===== config.mk =====
export PLATFORM = sky130hd
export DESIGN_NAME = gpio_bank
export DESIGN_NICKNAME = d
export VERILOG_FILES = /design/src/rtl/gpio_bank_pkg.sv /design/src/rtl/gpio_bank_ctrl.sv /design/src/rtl/gpio_bank_dp.sv /design/src/rtl/gpio_bank.sv
export SDC_FILE = /design/constraint.sdc
export NUM_CORES = 1
export LEC_CHECK = 0
export BUFFER_PORTS_ARGS = -buffer_cell sky130_fd_sc_hd__buf_2
export CORE_ASPECT_RATIO = 0.5
export CORE_MARGIN = 4
export CORE_UTILIZATION = 49
export DETAILED_ROUTE_END_ITERATION = 6
export PLACE_DENSITY = 0.7
export SYNTH_ARGS = -nofsm -noshare
export SYNTH_HDL_FRONTEND = slang
export SYNTH_SLANG_ARGS = --single-unit

===== constraint.sdc =====
create_clock -name clk -period 6.8 [get_ports clk]
set_input_delay 1.7 -clock clk [delete_from_list [all_inputs] [get_ports clk]]
set_output_delay 1.7 -clock clk [all_outputs]
set_load 0.1 [all_outputs]

===== src/rtl/gpio_bank_pkg.sv =====
package gpio_bank_pkg;
  localparam int OFF_DIN    = 'h00;
  localparam int OFF_DOUT   = 'h04;
  localparam int OFF_OE     = 'h08;
  localparam int OFF_TYPE   = 'h0C;
  localparam int OFF_DUAL   = 'h10;
  localparam int OFF_POL    = 'h14;
  localparam int OFF_MASK   = 'h18;
  localparam int OFF_RAW    = 'h1C;
  localparam int OFF_MSTAT  = 'h20;
  localparam int OFF_CLR    = 'h24;
  localparam int OFF_PSEL   = 'h34;
  localparam int OFF_PEN    = 'h38;
  localparam int OFF_DRV    = 'h58;
  localparam int DRV_BITS   = 3;

  typedef enum logic [3:0] {
    RD_NONE, RD_DIN, RD_DOUT, RD_OE, RD_TYPE, RD_DUAL, RD_POL, RD_MASK,
    RD_RAW, RD_MSTAT, RD_PSEL, RD_PEN, RD_DRV0, RD_DRV1, RD_DRV2
  } rdSel_t;

  typedef struct packed {
    logic                wrOut;
    logic                wrOe;
    logic                wrType;
    logic                wrDual;
    logic                wrPol;
    logic                wrMask;
    logic                wrClr;
    logic                wrPullSel;
    logic                wrPullEn;
    logic [DRV_BITS-1:0] wrDrv;
  } strobe_t;
endpackage


===== src/rtl/gpio_bank_ctrl.sv =====
module gpio_bank_ctrl
  import gpio_bank_pkg::*;
#(
  parameter int ADDR_W = 8
) (
  input  logic              regWe,
  input  logic [ADDR_W-1:0] regAddr,
  output strobe_t           strb,
  output rdSel_t            rdSel
);
  localparam int DRV_STEP = 4;

  always_comb begin
    strb  = '0;
    rdSel = RD_NONE;
    case (regAddr)
      ADDR_W'(OFF_DIN):   rdSel = RD_DIN;
      ADDR_W'(OFF_DOUT):  begin rdSel = RD_DOUT;  strb.wrOut     = regWe; end
      ADDR_W'(OFF_OE):    begin rdSel = RD_OE;    strb.wrOe      = regWe; end
      ADDR_W'(OFF_TYPE):  begin rdSel = RD_TYPE;  strb.wrType    = regWe; end
      ADDR_W'(OFF_DUAL):  begin rdSel = RD_DUAL;  strb.wrDual    = regWe; end
      ADDR_W'(OFF_POL):   begin rdSel = RD_POL;   strb.wrPol     = regWe; end
      ADDR_W'(OFF_MASK):  begin rdSel = RD_MASK;  strb.wrMask    = regWe; end
      ADDR_W'(OFF_RAW):   rdSel = RD_RAW;
      ADDR_W'(OFF_MSTAT): rdSel = RD_MSTAT;
      ADDR_W'(OFF_CLR):   strb.wrClr = regWe;
      ADDR_W'(OFF_PSEL):  begin rdSel = RD_PSEL;  strb.wrPullSel = regWe; end
      ADDR_W'(OFF_PEN):   begin rdSel = RD_PEN;   strb.wrPullEn  = regWe; end
      ADDR_W'(OFF_DRV):   begin rdSel = RD_DRV0;  strb.wrDrv[0]  = regWe; end
      ADDR_W'(OFF_DRV + DRV_STEP):     begin rdSel = RD_DRV1; strb.wrDrv[1] = regWe; end
      ADDR_W'(OFF_DRV + 2 * DRV_STEP): begin rdSel = RD_DRV2; strb.wrDrv[2] = regWe; end
      default: ;
    endcase
  end
endmodule


===== src/rtl/gpio_bank_dp.sv =====
module gpio_bank_dp
  import gpio_bank_pkg::*;
#(
  parameter int PINS       = 32,
  parameter int SYNC_DEPTH = 2
) (
  input  logic            clk,
  input  logic            rstN,
  input  logic [PINS-1:0] padIn,
  input  logic [PINS-1:0] wdata,
  input  strobe_t         strb,
  input  rdSel_t          rdSel,
  output logic [PINS-1:0] rdata,
  output logic [PINS-1:0] padOut,
  output logic [PINS-1:0] padOe,
  output logic [PINS-1:0] pullUpOn,
  output logic [PINS-1:0] pullDownOn,
  output logic [PINS-1:0] drvCode0,
  output logic [PINS-1:0] drvCode1,
  output logic [PINS-1:0] drvCode2,
  output logic            intrOut,
  output logic [PINS-1:0] statusQ,
  output logic [PINS-1:0] maskQ,
  output logic [PINS-1:0] eventVec
);
  logic [PINS-1:0] outQ, oeQ, typeQ, dualQ, polQ, pselQ, penQ, prevQ;
  logic [PINS-1:0] syncQ [SYNC_DEPTH];
  logic [PINS-1:0] drvQ  [DRV_BITS];
  logic [PINS-1:0] syncVal, clrMask;

  // synchronizer chain
  for (genvar s = 0; s < SYNC_DEPTH; s++) begin : g_sync
    always_ff @(posedge clk or negedge rstN) begin
      if (!rstN)       syncQ[s] <= '0;
      else if (s == 0) syncQ[s] <= padIn;
      else             syncQ[s] <= syncQ[(s == 0) ? 0 : s - 1];
    end
  end
  assign syncVal = syncQ[SYNC_DEPTH-1];

  // drive-code bit planes
  for (genvar b = 0; b < DRV_BITS; b++) begin : g_drv
    always_ff @(posedge clk or negedge rstN) begin
      if (!rstN)             drvQ[b] <= '0;
      else if (strb.wrDrv[b]) drvQ[b] <= wdata;
    end
  end

  always_ff @(posedge clk or negedge rstN) begin
    if (!rstN) begin
      outQ  <= '0; oeQ  <= '0; typeQ <= '0; dualQ <= '0; polQ <= '0;
      maskQ <= '0; pselQ <= '0; penQ <= '0; prevQ <= '0; statusQ <= '0;
    end else begin
      if (strb.wrOut)     outQ  <= wdata;
      if (strb.wrOe)      oeQ   <= wdata;
      if (strb.wrType)    typeQ <= wdata;
      if (strb.wrDual)    dualQ <= wdata;
      if (strb.wrPol)     polQ  <= wdata;
      if (strb.wrMask)    maskQ <= wdata;
      if (strb.wrPullSel) pselQ <= wdata;
      if (strb.wrPullEn)  penQ  <= wdata;
      prevQ   <= syncVal;
      statusQ <= (statusQ & ~clrMask) | eventVec;
    end
  end

  assign clrMask = strb.wrClr ? wdata : '0;

  // per-pin detection; new events override a same-cycle clear
  always_comb begin
    for (int p = 0; p < PINS; p++) begin
      if (typeQ[p])      eventVec[p] = (syncVal[p] == polQ[p]);
      else if (dualQ[p]) eventVec[p] = syncVal[p] ^ prevQ[p];
      else if (polQ[p])  eventVec[p] = syncVal[p] & ~prevQ[p];
      else               eventVec[p] = ~syncVal[p] & prevQ[p];
    end
  end

  assign intrOut    = |(statusQ & maskQ);
  assign padOut     = outQ;
  assign padOe      = oeQ;
  assign pullUpOn   = penQ & pselQ;
  assign pullDownOn = penQ & ~pselQ;
  assign drvCode0   = drvQ[0];
  assign drvCode1   = drvQ[1];
  assign drvCode2   = drvQ[2];

  always_comb begin
    case (rdSel)
      RD_DIN:   rdata = syncVal;
      RD_DOUT:  rdata = outQ;
      RD_OE:    rdata = oeQ;
      RD_TYPE:  rdata = typeQ;
      RD_DUAL:  rdata = dualQ;
      RD_POL:   rdata = polQ;
      RD_MASK:  rdata = maskQ;
      RD_RAW:   rdata = statusQ;
      RD_MSTAT: rdata = statusQ & maskQ;
      RD_PSEL:  rdata = pselQ;
      RD_PEN:   rdata = penQ;
      RD_DRV0:  rdata = drvQ[0];
      RD_DRV1:  rdata = drvQ[1];
      RD_DRV2:  rdata = drvQ[2];
      default:  rdata = '0;
    endcase
  end
endmodule


===== src/rtl/gpio_bank.sv =====
module gpio_bank
  import gpio_bank_pkg::*;
#(
  parameter int PINS       = 32,
  parameter int ADDR_W     = 8,
  parameter int SYNC_DEPTH = 2
) (
  input  logic              clk,
  input  logic              rstN,
  input  logic              regWe,
  input  logic [ADDR_W-1:0] regAddr,
  input  logic [PINS-1:0]   regWdata,
  output logic [PINS-1:0]   regRdata,
  input  logic [PINS-1:0]   padIn,
  output logic [PINS-1:0]   padOut,
  output logic [PINS-1:0]   padOe,
  output logic [PINS-1:0]   pullUpOn,
  output logic [PINS-1:0]   pullDownOn,
  output logic [PINS-1:0]   drvCode0,
  output logic [PINS-1:0]   drvCode1,
  output logic [PINS-1:0]   drvCode2,
  output logic              intrOut
);
  strobe_t         strb;
  rdSel_t          rdSel;
  logic [PINS-1:0] statusQ, maskQ, eventVec;

  gpio_bank_ctrl #(.ADDR_W(ADDR_W)) u_ctrl (
    .regWe(regWe), .regAddr(regAddr), .strb(strb), .rdSel(rdSel)
  );

  gpio_bank_dp #(.PINS(PINS), .SYNC_DEPTH(SYNC_DEPTH)) u_dp (
    .clk(clk), .rstN(rstN), .padIn(padIn), .wdata(regWdata), .strb(strb),
    .rdSel(rdSel), .rdata(regRdata), .padOut(padOut), .padOe(padOe),
    .pullUpOn(pullUpOn), .pullDownOn(pullDownOn), .drvCode0(drvCode0),
    .drvCode1(drvCode1), .drvCode2(drvCode2), .intrOut(intrOut),
    .statusQ(statusQ), .maskQ(maskQ), .eventVec(eventVec)
  );
endmodule


* Word level (Yosys, flattened, before mapping) *
Index checks and enable logic that the tools add are counted.

storage, ports and cells
  bits in registers = 480
  word-level logic and storage cells = 355

cells by class
  equal/unequal tests = 60
  mux-type cells = 111
  bitwise operators = 167
  reductions and logical operators = 2

operators with widths
  kind                                           count
  case mux 32 bit (14 select lines)              1
  bitwise AND 32 bit                             4
  2-to-1 mux 1 bit                               108
  bitwise AND 1 bit                              64
  inverter 1 bit                                 64
  inverter 32 bit                                2
  case mux 4 bit (14 select lines)               1
  == test 1 bit                                  32
  == test 8 x 5 -> 1 bit, second input constant  4
  == test 8 x 6 -> 1 bit, second input constant  4
  2-to-1 mux 32 bit                              1
  bitwise OR 32 bit                              1
  OR reduction 32 bit                            1
  bitwise XOR 1 bit                              32
  == test 4 bit, second input constant           7
  == test 8 x 7 -> 1 bit, second input constant  3
  == test 4 x 3 -> 1 bit, second input constant  4
  == test 8 x 4 -> 1 bit, second input constant  2
  == test 4 x 2 -> 1 bit, second input constant  2
  == test 8 x 3 -> 1 bit, second input constant  1
  zero test 8 bit                                1
  == test 4 x 1 -> 1 bit, second input constant  1

* Longest topological paths before layout *
Gate-level depths: netlist of run 1.

  word-level depth = 6
  depth in mapped cells = 9
  depth with buffers taken out = 6

* By module *
Synthesis of run 1 repeated with hierarchy kept, for this count alone.

second synthesis, totals
  cells, all modules = 1,943
  area, all modules = 23,450.0 µm²

modules (own cells, without submodules)
  module          times used  cells an instance  area each (µm²)  sequential area each (µm²)
  gpio_bank_dp    1           1,886              23,097.2         12,011.5
  gpio_bank_ctrl  1           57                 352.8            0.0

* Least setup slack after synthesis of run 1 *
No wires, ideal clock.

  path kind = input-to-output
  start point = input port regAddr[4]
  end point = output port regRdata[21]
  data arrival time = 6,194 ps
  required time = 5,100 ps
  slack = -1,094 ps
  stages = 7
  path buffers = 3
  cells stage by stage = buf_2 > buf_2 > nor2_2 > buf_2 > a22o_1 > a221oi_1 > o311ai_0

between the ends
  cells in the longest elaborated chain, start to end = 4

RTL lines
  item                                                  line                  RTL
  start, declared                                       gpio_bank.sv:11       input logic [ADDR_W-1:0] regAddr,
  == test 8 x 7 -> 1 bit, or another cell as far along  gpio_bank_ctrl.sv:16  case (regAddr)
  case mux 4 bit (14 select lines) (*)                  gpio_bank_ctrl.sv:16
  == test 4 bit, or another cell as far along           gpio_bank_dp.sv:89    case (rdSel)
  case mux 32 bit (14 select lines) (*)                 gpio_bank_dp.sv:89
  end, declared                                         gpio_bank.sv:13       output logic [PINS-1:0] regRdata,

Mark *: on every way between the ends. The rest lies on a longest branch, timed or not.

* Final worst setup path of run 1 *
  start point = input port regAddr[5]
  end point = output port regRdata[1]

The elaborated chain is that of the path after synthesis.

==> impl_results.md, run 1 <==
* Total detailed-routing wirelength at 79000 µm
* Flip-flop and latch area at 0.0120 mm²
* Worst vdd ir at 0.000198 V
* Die span in y at 162 µm
* Achievable Freq at 0.163 GHz
* Final Setup Violations at 0
* CP Max Fanout at 24
* Crit path max-delay family: simple AND/OR/NAND/NOR gates
* Clock tree sinks at 480
* Core Area at 0.0468 mm²
* Footprint of the multi-input gates at 0.0103 mm²
* Setup TNS at 0 ps
* Synth top area share at 51.7%
* Async set-reset flop share out of synthesis at 100%
* Final Wtd Congestion at 0.968
* First-pass GRT wire length at 116000 µm
* Die Area at 0.0511 mm²
* Mapped Cells at 1856
* Minimum clock period at 6140 ps
* Crit end category: output pin
* CTS clk-pin slew, worst paths at 70 ps
* Ranking of synthesized cells by area: dfrtp_1 52%, mux2_2 18%, ha_1 3.4%
* Mapped Nets at 1995
* Post-synth top cells: 480 x dfrtp_1, 364 x mux2_2, 81 x a22oi_1
* Antenna violations before repair at 2
* Post-DRT Antenna Nets at 0
* CTS root buf: clkbuf_16
* Post-Syn Area at 0.0232 mm²
* Clock Tree Buf Depth at 3
* Seq/Total Area, Yosys at 51.7%
* Filler cells at 3905
* Worst slew pin tran at 1540 ps
* Congestion Overflow GR at 0
* Vias post-DR at 18.0k
* TritonCTS buffer count at 43
* Buf/Inv on CP at 3
* Top Ports at 332
* Row count at 56
* Most common cell in the netlist: dfrtp_1
* Buffers on Ports at 331
* CTS resizes at 0
* Max Cap Viol at 1
* GRT Total Usage at 30.2%
* Largest net degree at the start of global routing at 166
* Slowest stage delay, CP at 1240 ps
* Layout cells sized above 1 at 39.1%
* Leak at 13.7 nW
* Count of state elements after synthesis at 480
* CTS tree: yes
* Synth Warn # at 0
* Starting Density at 49.6%
* Failing checks: capacitance limit, slew limit
* Vias in the first global route at 18.2k
* Post-synth cell types at 61
* DRT iter0 DRCs at 2158
* Slew margin rel. at -3.24%
* EDFF count, synth at 0
* Endpoints failing hold at 0
* Status: finished, violations left
* Crit Path Class: input port to output pin
* Drt first pass iters at 7
* Area Growth Syn to Fin at 19.0%
* # hold bufs at CTS at 0
* Mean post-synth cell area at 12.5 µm²
* Vias per cell at 6.35
* Nets at 2299
* Critical Path RT at 5100 ps
* Total number of H-tree levels at 2
* Cells along the critical path: buf_2 -> buf_4 -> nor3_1 -> a22o_1 -> a221oi_1 -> o21ai_0 -> buf_12
* Drt drc at 0
* Prevailing post-synth register cell: dfrtp_1
* Synth area leader: dfrtp_1
* Startpoint Class: input port
* RSZ-0062 raised after global routing: false
* Half-perimeter wire length after placement at 54500 µm
* Slowest stage cell, crit path: nor3_1
* Final Util at 59.0%
* Max-slew violation count at 6
* Setup Skew at 22.3 ps
* Post-CTS Setup Bufs at 0
* Worst-Skew Late Latency at 570 ps
* Power density over the cells at 248 mW/mm²
* Critical path arrival at 4440 ps
* Final clock period utilization by the worst path at 90.3%
* Hold Path Class: flop to flop
* Wirelength per Cell at 27.9 µm
* Die X-Extent at 316 µm
power by group:
group          total (mW)  leakage, nW  switching (mW)  internal, mW
Combinational        1.02         6.64           0.768         0.247
Clock                2.70        0.760            1.13          1.57
Sequential           3.13         6.25           0.148          2.98
metal layers:
| metal | vias to the layer above | part of all wire [%] | GRT usage (%) | routed length [µm] |
|---|---|---|---|---|
| met5 | - | 0 | 0 | 0 |
| met3 | 255 | 11 | 9.09 | 8850 |
| met1 | 9143 | 39 | 39.6 | 30700 |
| met2 | 1082 | 46 | 48.0 | 36100 |
| met4 | 0 | 4.2 | 11.2 | 3350 |
| li1 | 7525 | - | - | - |
worst paths after layout:
kind / from / endpoint / slack (ps) / cells past startpoint
setup / recovery: regAddr[5] / regRdata[1] / 660 / 7
hold / removal: u_dp.syncQ[58] / u_dp.syncVal[26] / 330 / 0
setup reg to reg: u_dp.syncVal[30] / u_dp.statusQ[30] / 5170 / 6
hold reg to reg: u_dp.syncQ[58] / u_dp.syncVal[26] / 330 / 0
max in group asynchronous: rstN / u_dp.prevQ[19] / 4450 / 2
min in group asynchronous: rstN / u_dp.syncQ[42] / 1070 / 1
final cells by class:
cell class,instances,area share (%)
sequential,480,43.5
multi-input combinational,1166,37.3
timing repair buffer,398,9.74
clock buffer,54,4.38
tap,638,2.89
clock inverter,24,1.19
inverter,71,0.965
antenna,3,0.0272
placed cells by master, fill, tap and decap left out, types with 5 or more instances in the layout:
master and n:
a22oi_1 81, nand2_1 68, inv_1 71, buf_2 297, nor2_1 7, a211oi_1 71, mux2_1 16, a21o_1 7
a221oi_1 35, buf_12 35, a21oi_1 30, nand2_2 7, clkbuf_8 5, bufinv_16 8, or4_1 7, a221o_1 33
a32oi_1 16, and2_1 41, dfrtp_1 480, nor2b_1 67, nand3_1 21, o211ai_1 9, o22ai_1 24, mux2_2 364
a222oi_1 8, o221ai_1 12, clkinv_2 13, nor3_1 6, a211o_1 8, xnor2_1 32, o21ai_0 16, mux2i_1 22
a22o_1 27, buf_4 65, ha_1 64, clkbuf_16 45, or3_1 11
state kept, by name, summed over array words and instances, names as in the netlist:
name	count
u_dp.drvCode0	32
u_dp.drvCode1	32
u_dp.drvCode2	32
u_dp.dualQ	32
u_dp.maskQ	32
u_dp.padOe	32
u_dp.padOut	32
u_dp.penQ	32
u_dp.polQ	32
u_dp.prevQ	32
u_dp.pselQ	32
u_dp.statusQ	32
u_dp.syncQ	32
u_dp.syncVal	32
u_dp.typeQ	32
through the flow:
step	area [µm²]	setup WS (ps)	hold slack [ps]	cells	total power [mW]
6_report	27600	657	326	2834	6.84
5_1_grt	27600	710	353	2833	7.06
3_3_place_gp	26100	904	332	2753	4.17
3_5_place_dp	26100	853	335	2753	4.19
2_1_floorplan	23200	84.9	331	1856	3.86
4_1_cts	27600	843	340	2831	6.85
logic make-up (layout without fill, tap and decap cells):
kind of cell / after synthesis / after routing / synth area share (%)
XOR/XNOR: 32 / 32 / 1.21
buffers and inverters: 210 / 547 / 4.01
adder cells (fa/ha/maj): 64 / 64 / 3.45
AND/OR/NAND/NOR: 272 / 272 / 6.97
AO/OA/AOI/OAI: 396 / 396 / 13.2
multiplexers: 402 / 402 / 19.4
flip-flops: 480 / 480 / 51.7
other: 0 / 3 / 0
Power figures use the tool's default switching activity.
==> run 2, diff against run 1 <==
--- a/config.mk
+++ b/config.mk
@@ -6,7 +6,7 @@
 export NUM_CORES = 1
 export LEC_CHECK = 0
 export BUFFER_PORTS_ARGS = -buffer_cell sky130_fd_sc_hd__buf_2
-export CORE_ASPECT_RATIO = 0.5
+export CORE_ASPECT_RATIO = 0.8
 export CORE_MARGIN = 4
 export CORE_UTILIZATION = 49
 export DETAILED_ROUTE_END_ITERATION = 6
==> impl_results.md, run 2 (synthesized netlist as in run 1, its figures left out) <==
* Status: complete, no violations
* Reg2Reg Depth at 6 (unchanged)
* Total number of H-tree levels at 2 (unchanged)
* Final clock period utilization by the worst path at 90.9% (+0.55 points)
* DRT iter0 DRCs at 2201 (+2.0%)
* Drt drc at 0 (unchanged)
* Crit end category: output pin
* Worst slack, placed at 706 ps (-147 ps)
* DR top layer: met5
* Worst vdd ir at 0.000223 V (+12%)
* Core Area at 0.0469 mm² (+0.21%)
* Vias per cell at 6.48 (+2.0%)
* Crit Path Class: input port to output pin
* Vias post-DR at 18.2k (+1.2%)
* TritonCTS buffer count at 47 (+9.3%)
* CTS clk-pin slew, worst paths at 70 ps (about the same)
* Hold_ws at 346 ps (+20.4 ps)
* Most common cell after layout, fill and taps aside: dfrtp_1
* Final Util at 59.1% (+0.061 points)
* RSZ-0062 raised after global routing: false
* Half-perimeter wire length after placement at 55000 µm (+0.83%)
* Met1 WL at 32600 µm (+6.4%)
* CTS tree: yes
* Largest net degree at the start of global routing at 162 (-2.4%)
* Wirelength per Cell at 28.3 µm (+1.5%)
* Congestion Overflow GR at 0 (unchanged)
* Minimum clock period at 6180 ps (+37.5 ps)
* Startpoint Class: input port
* CP Max Fanout at 25 (+4.2%)
* Endpoints failing hold at 0 (unchanged)
* Total detailed-routing wirelength at 79500 µm (+0.70%)
* Nets at 2292 (-0.30%)
* Post-DRT Antenna Nets at 0 (unchanged)
* Max-slew violation count at 0 (-6)
* Metal3 WL at 8480 µm (-4.2%)
* CTS resizes at 0 (unchanged)
* Clock tree sinks at 480 (unchanged)
* Area Growth Syn to Fin at 19.4%
* Final Wtd Congestion at 0.930 (-4.0%)
* Power density over the cells at 253 mW/mm² (+2.1%)
* First-pass GRT wire length at 118000 µm (+1.7%)
* Top Ports at 332 (unchanged)
* Clock Tree Buf Depth at 3 (unchanged)
* Hold Path Class: flop to flop
* Slew margin rel. at 18.8% (+22 points)
* Critical path arrival at 4480 ps (+40 ps)
* Layout cells sized above 1 at 39.1% (-0.056 points)
* Final Setup Violations at 0 (unchanged)
* Starting Density at 49.5% (-0.11 points)
* Worst-Skew Late Latency at 590 ps (+20 ps)
* Leak at 13.7 nW (+0.25%)
* Row count at 71 (+27%)
* Max Cap Viol at 0 (-1)
* Die span in y at 203 µm (+25%)
* Die X-Extent at 251 µm (-20%)
* Post-CTS Setup Bufs at 0 (unchanged)
* Die Area at 0.0509 mm² (-0.37%)
* Vias in the first global route at 18.3k (+0.59%)
* Commonest non-fill, non-tap cells in the layout: 480 x dfrtp_1, 364 x mux2_2, 297 x buf_2
* GRT Total Usage at 30.6% (+0.38 points)
* Worst slew pin tran at 1210 ps (-327 ps)
* Non-Filler Instances at 2813 (-0.74%)
* Achievable Freq at 0.162 GHz (-0.61%)
* # hold bufs at CTS at 0 (unchanged)
* Drt first pass iters at 6 (-1)
* Cell total after placement at 2724 (-1.1%)
* Met2 wire len at 35000 µm (-3.2%)
* Critical Path RT at 5100 ps (about the same)
* Antenna violations before repair at 4 (+2)
* R2R setup slack at 5190 ps (+20 ps)
* Final worst slack at 619 ps (-37.5 ps)
* Setup TNS at 0 ps (unchanged)
* Hold Crit Depth at 0 (unchanged)
* Setup Skew at 11.7 ps (-10.6 ps)
* Buffers on Ports at 331 (unchanged)
* CTS root buf: clkbuf_16
[run 2: layer usage]
metal  vias up  global-route usage (%)
li1       7537                       -
met1      9342                    42.4
met2      1092                    46.0
met3       246                    8.44
met4         4                    12.3
met5         -                       0
[run 2: power by group]
| group | internal (mW) | switching [mW] | total, mW |
|---|---|---|---|
| sequential | 2.99 | 0.152 | 3.14 |
| clock | 1.71 | 1.15 | 2.86 |
| combinational | 0.246 | 0.764 | 1.01 |
| total | 4.94 | 2.07 | 7.01 |
[run 2: area by class of cell]
| class | instances | area (µm²) |
|---|---|---|
| Fill cell | 3764 | 19200 |
| Clock buffer | 66 | 1410 |
| Antenna cell | 2 | 5.00 |
| Multi-Input combinational cell | 1166 | 10300 |
| Clock inverter | 21 | 292 |
| Tap cell | 620 | 776 |
| Inverter | 71 | 267 |
| Sequential cell | 480 | 12000 |
| Timing Repair Buffer | 387 | 2630 |
[run 2: worst max-delay path, cell delays in order]
cell and delay (ps):
buf_2 600, and4bb_2 610, nor2b_1 590, buf_4 280, a222oi_1 80, o221ai_1 360
buf_12 230
[run 2: worst paths after layout]
kind | startpoint | to
setup / recovery | regAddr[5] | regRdata[20]
hold / removal | u_dp.syncQ[36] | u_dp.syncVal[4]
setup reg to reg | u_dp.syncVal[8] | u_dp.statusQ[8]
hold reg to reg | u_dp.syncQ[36] | u_dp.syncVal[4]
max in group asynchronous | rstN | u_dp.drvCode2[14]
min in group asynchronous | rstN | u_dp.syncQ[62]
[run 2: through the flow]
step                      area [µm²]  total power, mW
after floorplan                23200             3.86
after global placement         26000             4.16
after detailed placement       26000             4.19
after CTS                      27700             7.04
after global routing           27700             7.22
final                          27700             7.01
==> run 3, diff against run 2 <==
--- a/config.mk
+++ b/config.mk
@@ -6,11 +6,13 @@
 export NUM_CORES = 1
 export LEC_CHECK = 0
 export BUFFER_PORTS_ARGS = -buffer_cell sky130_fd_sc_hd__buf_2
+export CELL_PAD_IN_SITES_DETAIL_PLACEMENT = 0
+export CELL_PAD_IN_SITES_GLOBAL_PLACEMENT = 1
 export CORE_ASPECT_RATIO = 0.8
 export CORE_MARGIN = 4
 export CORE_UTILIZATION = 49
 export DETAILED_ROUTE_END_ITERATION = 6
-export PLACE_DENSITY = 0.7
+export PLACE_DENSITY_LB_ADDON = 0.1
 export SYNTH_ARGS = -nofsm -noshare
 export SYNTH_HDL_FRONTEND = slang
 export SYNTH_SLANG_ARGS = --single-unit
==> impl_results.md, run 3 (synthesized netlist as in run 1, its figures left out) <==
* Status: finished, violations left
* Failing checks: DRC
* Half-perimeter wire length after placement at 56600 µm (+3.1%)
* Minimum clock period at 6220 ps (+35.0 ps)
* Vias per cell at 6.36 (-1.9%)
* # hold bufs at CTS at 0 (unchanged)
* Vias in the first global route at 18.0k (-1.6%)
* Achievable Freq at 0.161 GHz (-0.56%)
* Worst slew pin tran at 1210 ps (-1.90 ps)
* GRT Total Usage at 31.7% (+1.1 points)
* Crit. Startpoint: regAddr[5]
* Footprint of the multi-input gates at 0.0103 mm² (about the same)
* Post-CTS Setup Bufs at 0 (unchanged)
* CTS resizes at 0 (unchanged)
* Pwr Total at 7.02 mW (+0.11%)
* Worst R2R Start: u_dp.syncVal[18]
* Drt first pass iters at 7 (+1)
* Clock power frac at 40.9% (about the same)
* Wirelength per Cell at 29.2 µm (+3.3%)
* Crit end category: output pin
* Layout cells sized above 1 at 39.4% (+0.31 points)
* Hold Crit Depth at 0 (unchanged)
* Core Area at 0.0469 mm² (unchanged)
* Final Setup Violations at 0 (unchanged)
* Congestion Overflow GR at 0 (unchanged)
* Final Wtd Congestion at 0.918 (-1.2%)
* Die Area at 0.0509 mm² (unchanged)
* Area Growth Syn to Fin at 19.8%
* DRT iter0 DRCs at 1809 (-18%)
* Vias post-DR at 18.0k (-1.2%)
* CTS tree: yes
* Buffers on Ports at 331 (unchanged)
* Slowest stage delay, CP at 980 ps (+370 ps)
* First-pass GRT wire length at 121000 µm (+2.8%)
* Endpoints failing hold at 0 (unchanged)
* Nets at 2307 (+0.65%)
* Flip-flop and latch area at 0.0120 mm² (unchanged)
* Power density over the cells at 252 mW/mm² (-0.24%)
* Final clock period utilization by the worst path at 91.4% (+0.51 points)
* Most common cell after layout, fill and taps aside: dfrtp_1
* Max-slew violation count at 0 (unchanged)
* Hold Crit Start: u_dp.syncQ[47]
* Critical path arrival at 4520 ps (+40 ps)
* Antenna violations before repair at 5 (+1)
* Crit Path Class: input port to output pin
* Total number of H-tree levels at 2 (unchanged)
* Filler cells at 3914 (+4.0%)
* Starting Density at 49.5% (unchanged)
* Setup TNS at 0 ps (unchanged)
* Total detailed-routing wirelength at 82700 µm (+4.0%)
* RSZ-0062 raised after global routing: false
* Worst vdd ir at 0.000182 V (-18%)
* Die span in y at 203 µm (unchanged)
* CP Max Fanout at 29 (+16%)
* Critical Path RT at 5100 ps (about the same)
* Sequential Power Share at 44.7% (about the same)
* Final Util at 59.3% (+0.21 points)
* Setup Skew at 16.5 ps (+4.85 ps)
* Switching pwr at 2.09 mW (+1.0%)
* Row count at 71 (unchanged)
* Top Ports at 332 (unchanged)
* Drt drc at 6 (+6)
* Worst-Skew Late Latency at 600 ps (about the same)
* Post-DRT Antenna Nets at 0 (unchanged)
* Hold Path Class: flop to flop
* Comb power frac at 14.4% (about the same)
* Startpoint Class: input port
* TritonCTS buffer count at 50 (+6.4%)
* Clock Tree Buf Depth at 3 (unchanged)
* Clock tree sinks at 480 (unchanged)
* Reg2Reg Depth at 6 (unchanged)
* Largest net degree at the start of global routing at 178 (+9.9%)
* Slew margin rel. at 18.9% (+0.13 points)
* Internal at 4.93 mW (-0.26%)
* Max Cap Viol at 0 (unchanged)
* CTS clk-pin slew, worst paths at 60 ps (about the same)
* CTS root buf: clkbuf_16
* Switching Share at 29.8% (+0.26 points)
* Commonest non-fill, non-tap cells in the layout: 480 x dfrtp_1, 364 x mux2_2, 297 x buf_2
* Leak at 13.8 nW (+0.48%)
* Die X-Extent at 251 µm (unchanged)
* Slowest stage cell, crit path: nor3_1
* Cells along the critical path: buf_2 -> buf_4 -> nor3_1 -> a22o_1 -> a221oi_1 -> o21ai_0 -> buf_12
[run 3: final timing paths]
path	endpoint	slack (ps)
max in group asynchronous	u_dp.polQ[2]	4090
worst min-delay path	u_dp.syncVal[15]	350
worst max register to register	u_dp.statusQ[18]	5200
min in group asynchronous	u_dp.syncQ[62]	1100
worst max-delay path	regRdata[18]	580
worst min register to register	u_dp.syncVal[15]	350
[run 3: routing by layer]
| layer | vias to the layer above | wire length (µm) | GRT usage [%] |
|---|---|---|---|
| met5 | - | 13 | 0 |
| met4 | 2 | 3410 | 12.8 |
| met3 | 193 | 6830 | 5.98 |
| met2 | 935 | 37300 | 48.4 |
| met1 | 9317 | 35200 | 45.2 |
| li1 | 7558 | - | - |
[run 3: through the flow]
step           setup WS [ps]  instance area (µm²)  hold WS, ps  instances
3_3_place_gp             705                26100          336       2736
5_1_grt                  597                27800          352       2831
4_1_cts                  651                27800          347       2827
6_report                 584                27800          347       2833
2_1_floorplan           84.9                23200          331       1856
3_5_place_dp             649                26100          335       2736
[run 3: critical path: cells and delay by family]
kind | cells | cell delay, ps
and+or+nand+nor | 1 | 980
AOI/OAI and AO/OA | 3 | 790
buffers and inverters | 3 | 1020
[run 3: area by class of cell]
| cell class | instances | share of cell area [%] |
|---|---|---|
| Inverter | 71 | 0.958 |
| Timing Repair Buffer | 399 | 9.70 |
| Clock buffer | 73 | 5.47 |
| Tap cell | 620 | 2.79 |
| Antenna cell | 6 | 0.0540 |
| Clock inverter | 18 | 0.702 |
| Multi-Input combinational cell | 1166 | 37.1 |
| Sequential cell | 480 | 43.2 |
[run 3: power by group through the flow]
stage / logic (mW) / registers (mW) / clock network (mW)
6_report: 1.01 / 3.14 / 2.87
5_1_grt: 1.06 / 3.15 / 3.02
4_1_cts: 1.01 / 3.14 / 2.90
3_5_place_dp: 1.01 / 3.19 / 0
3_3_place_gp: 0.995 / 3.18 / 0
2_1_floorplan: 0.401 / 3.46 / 0
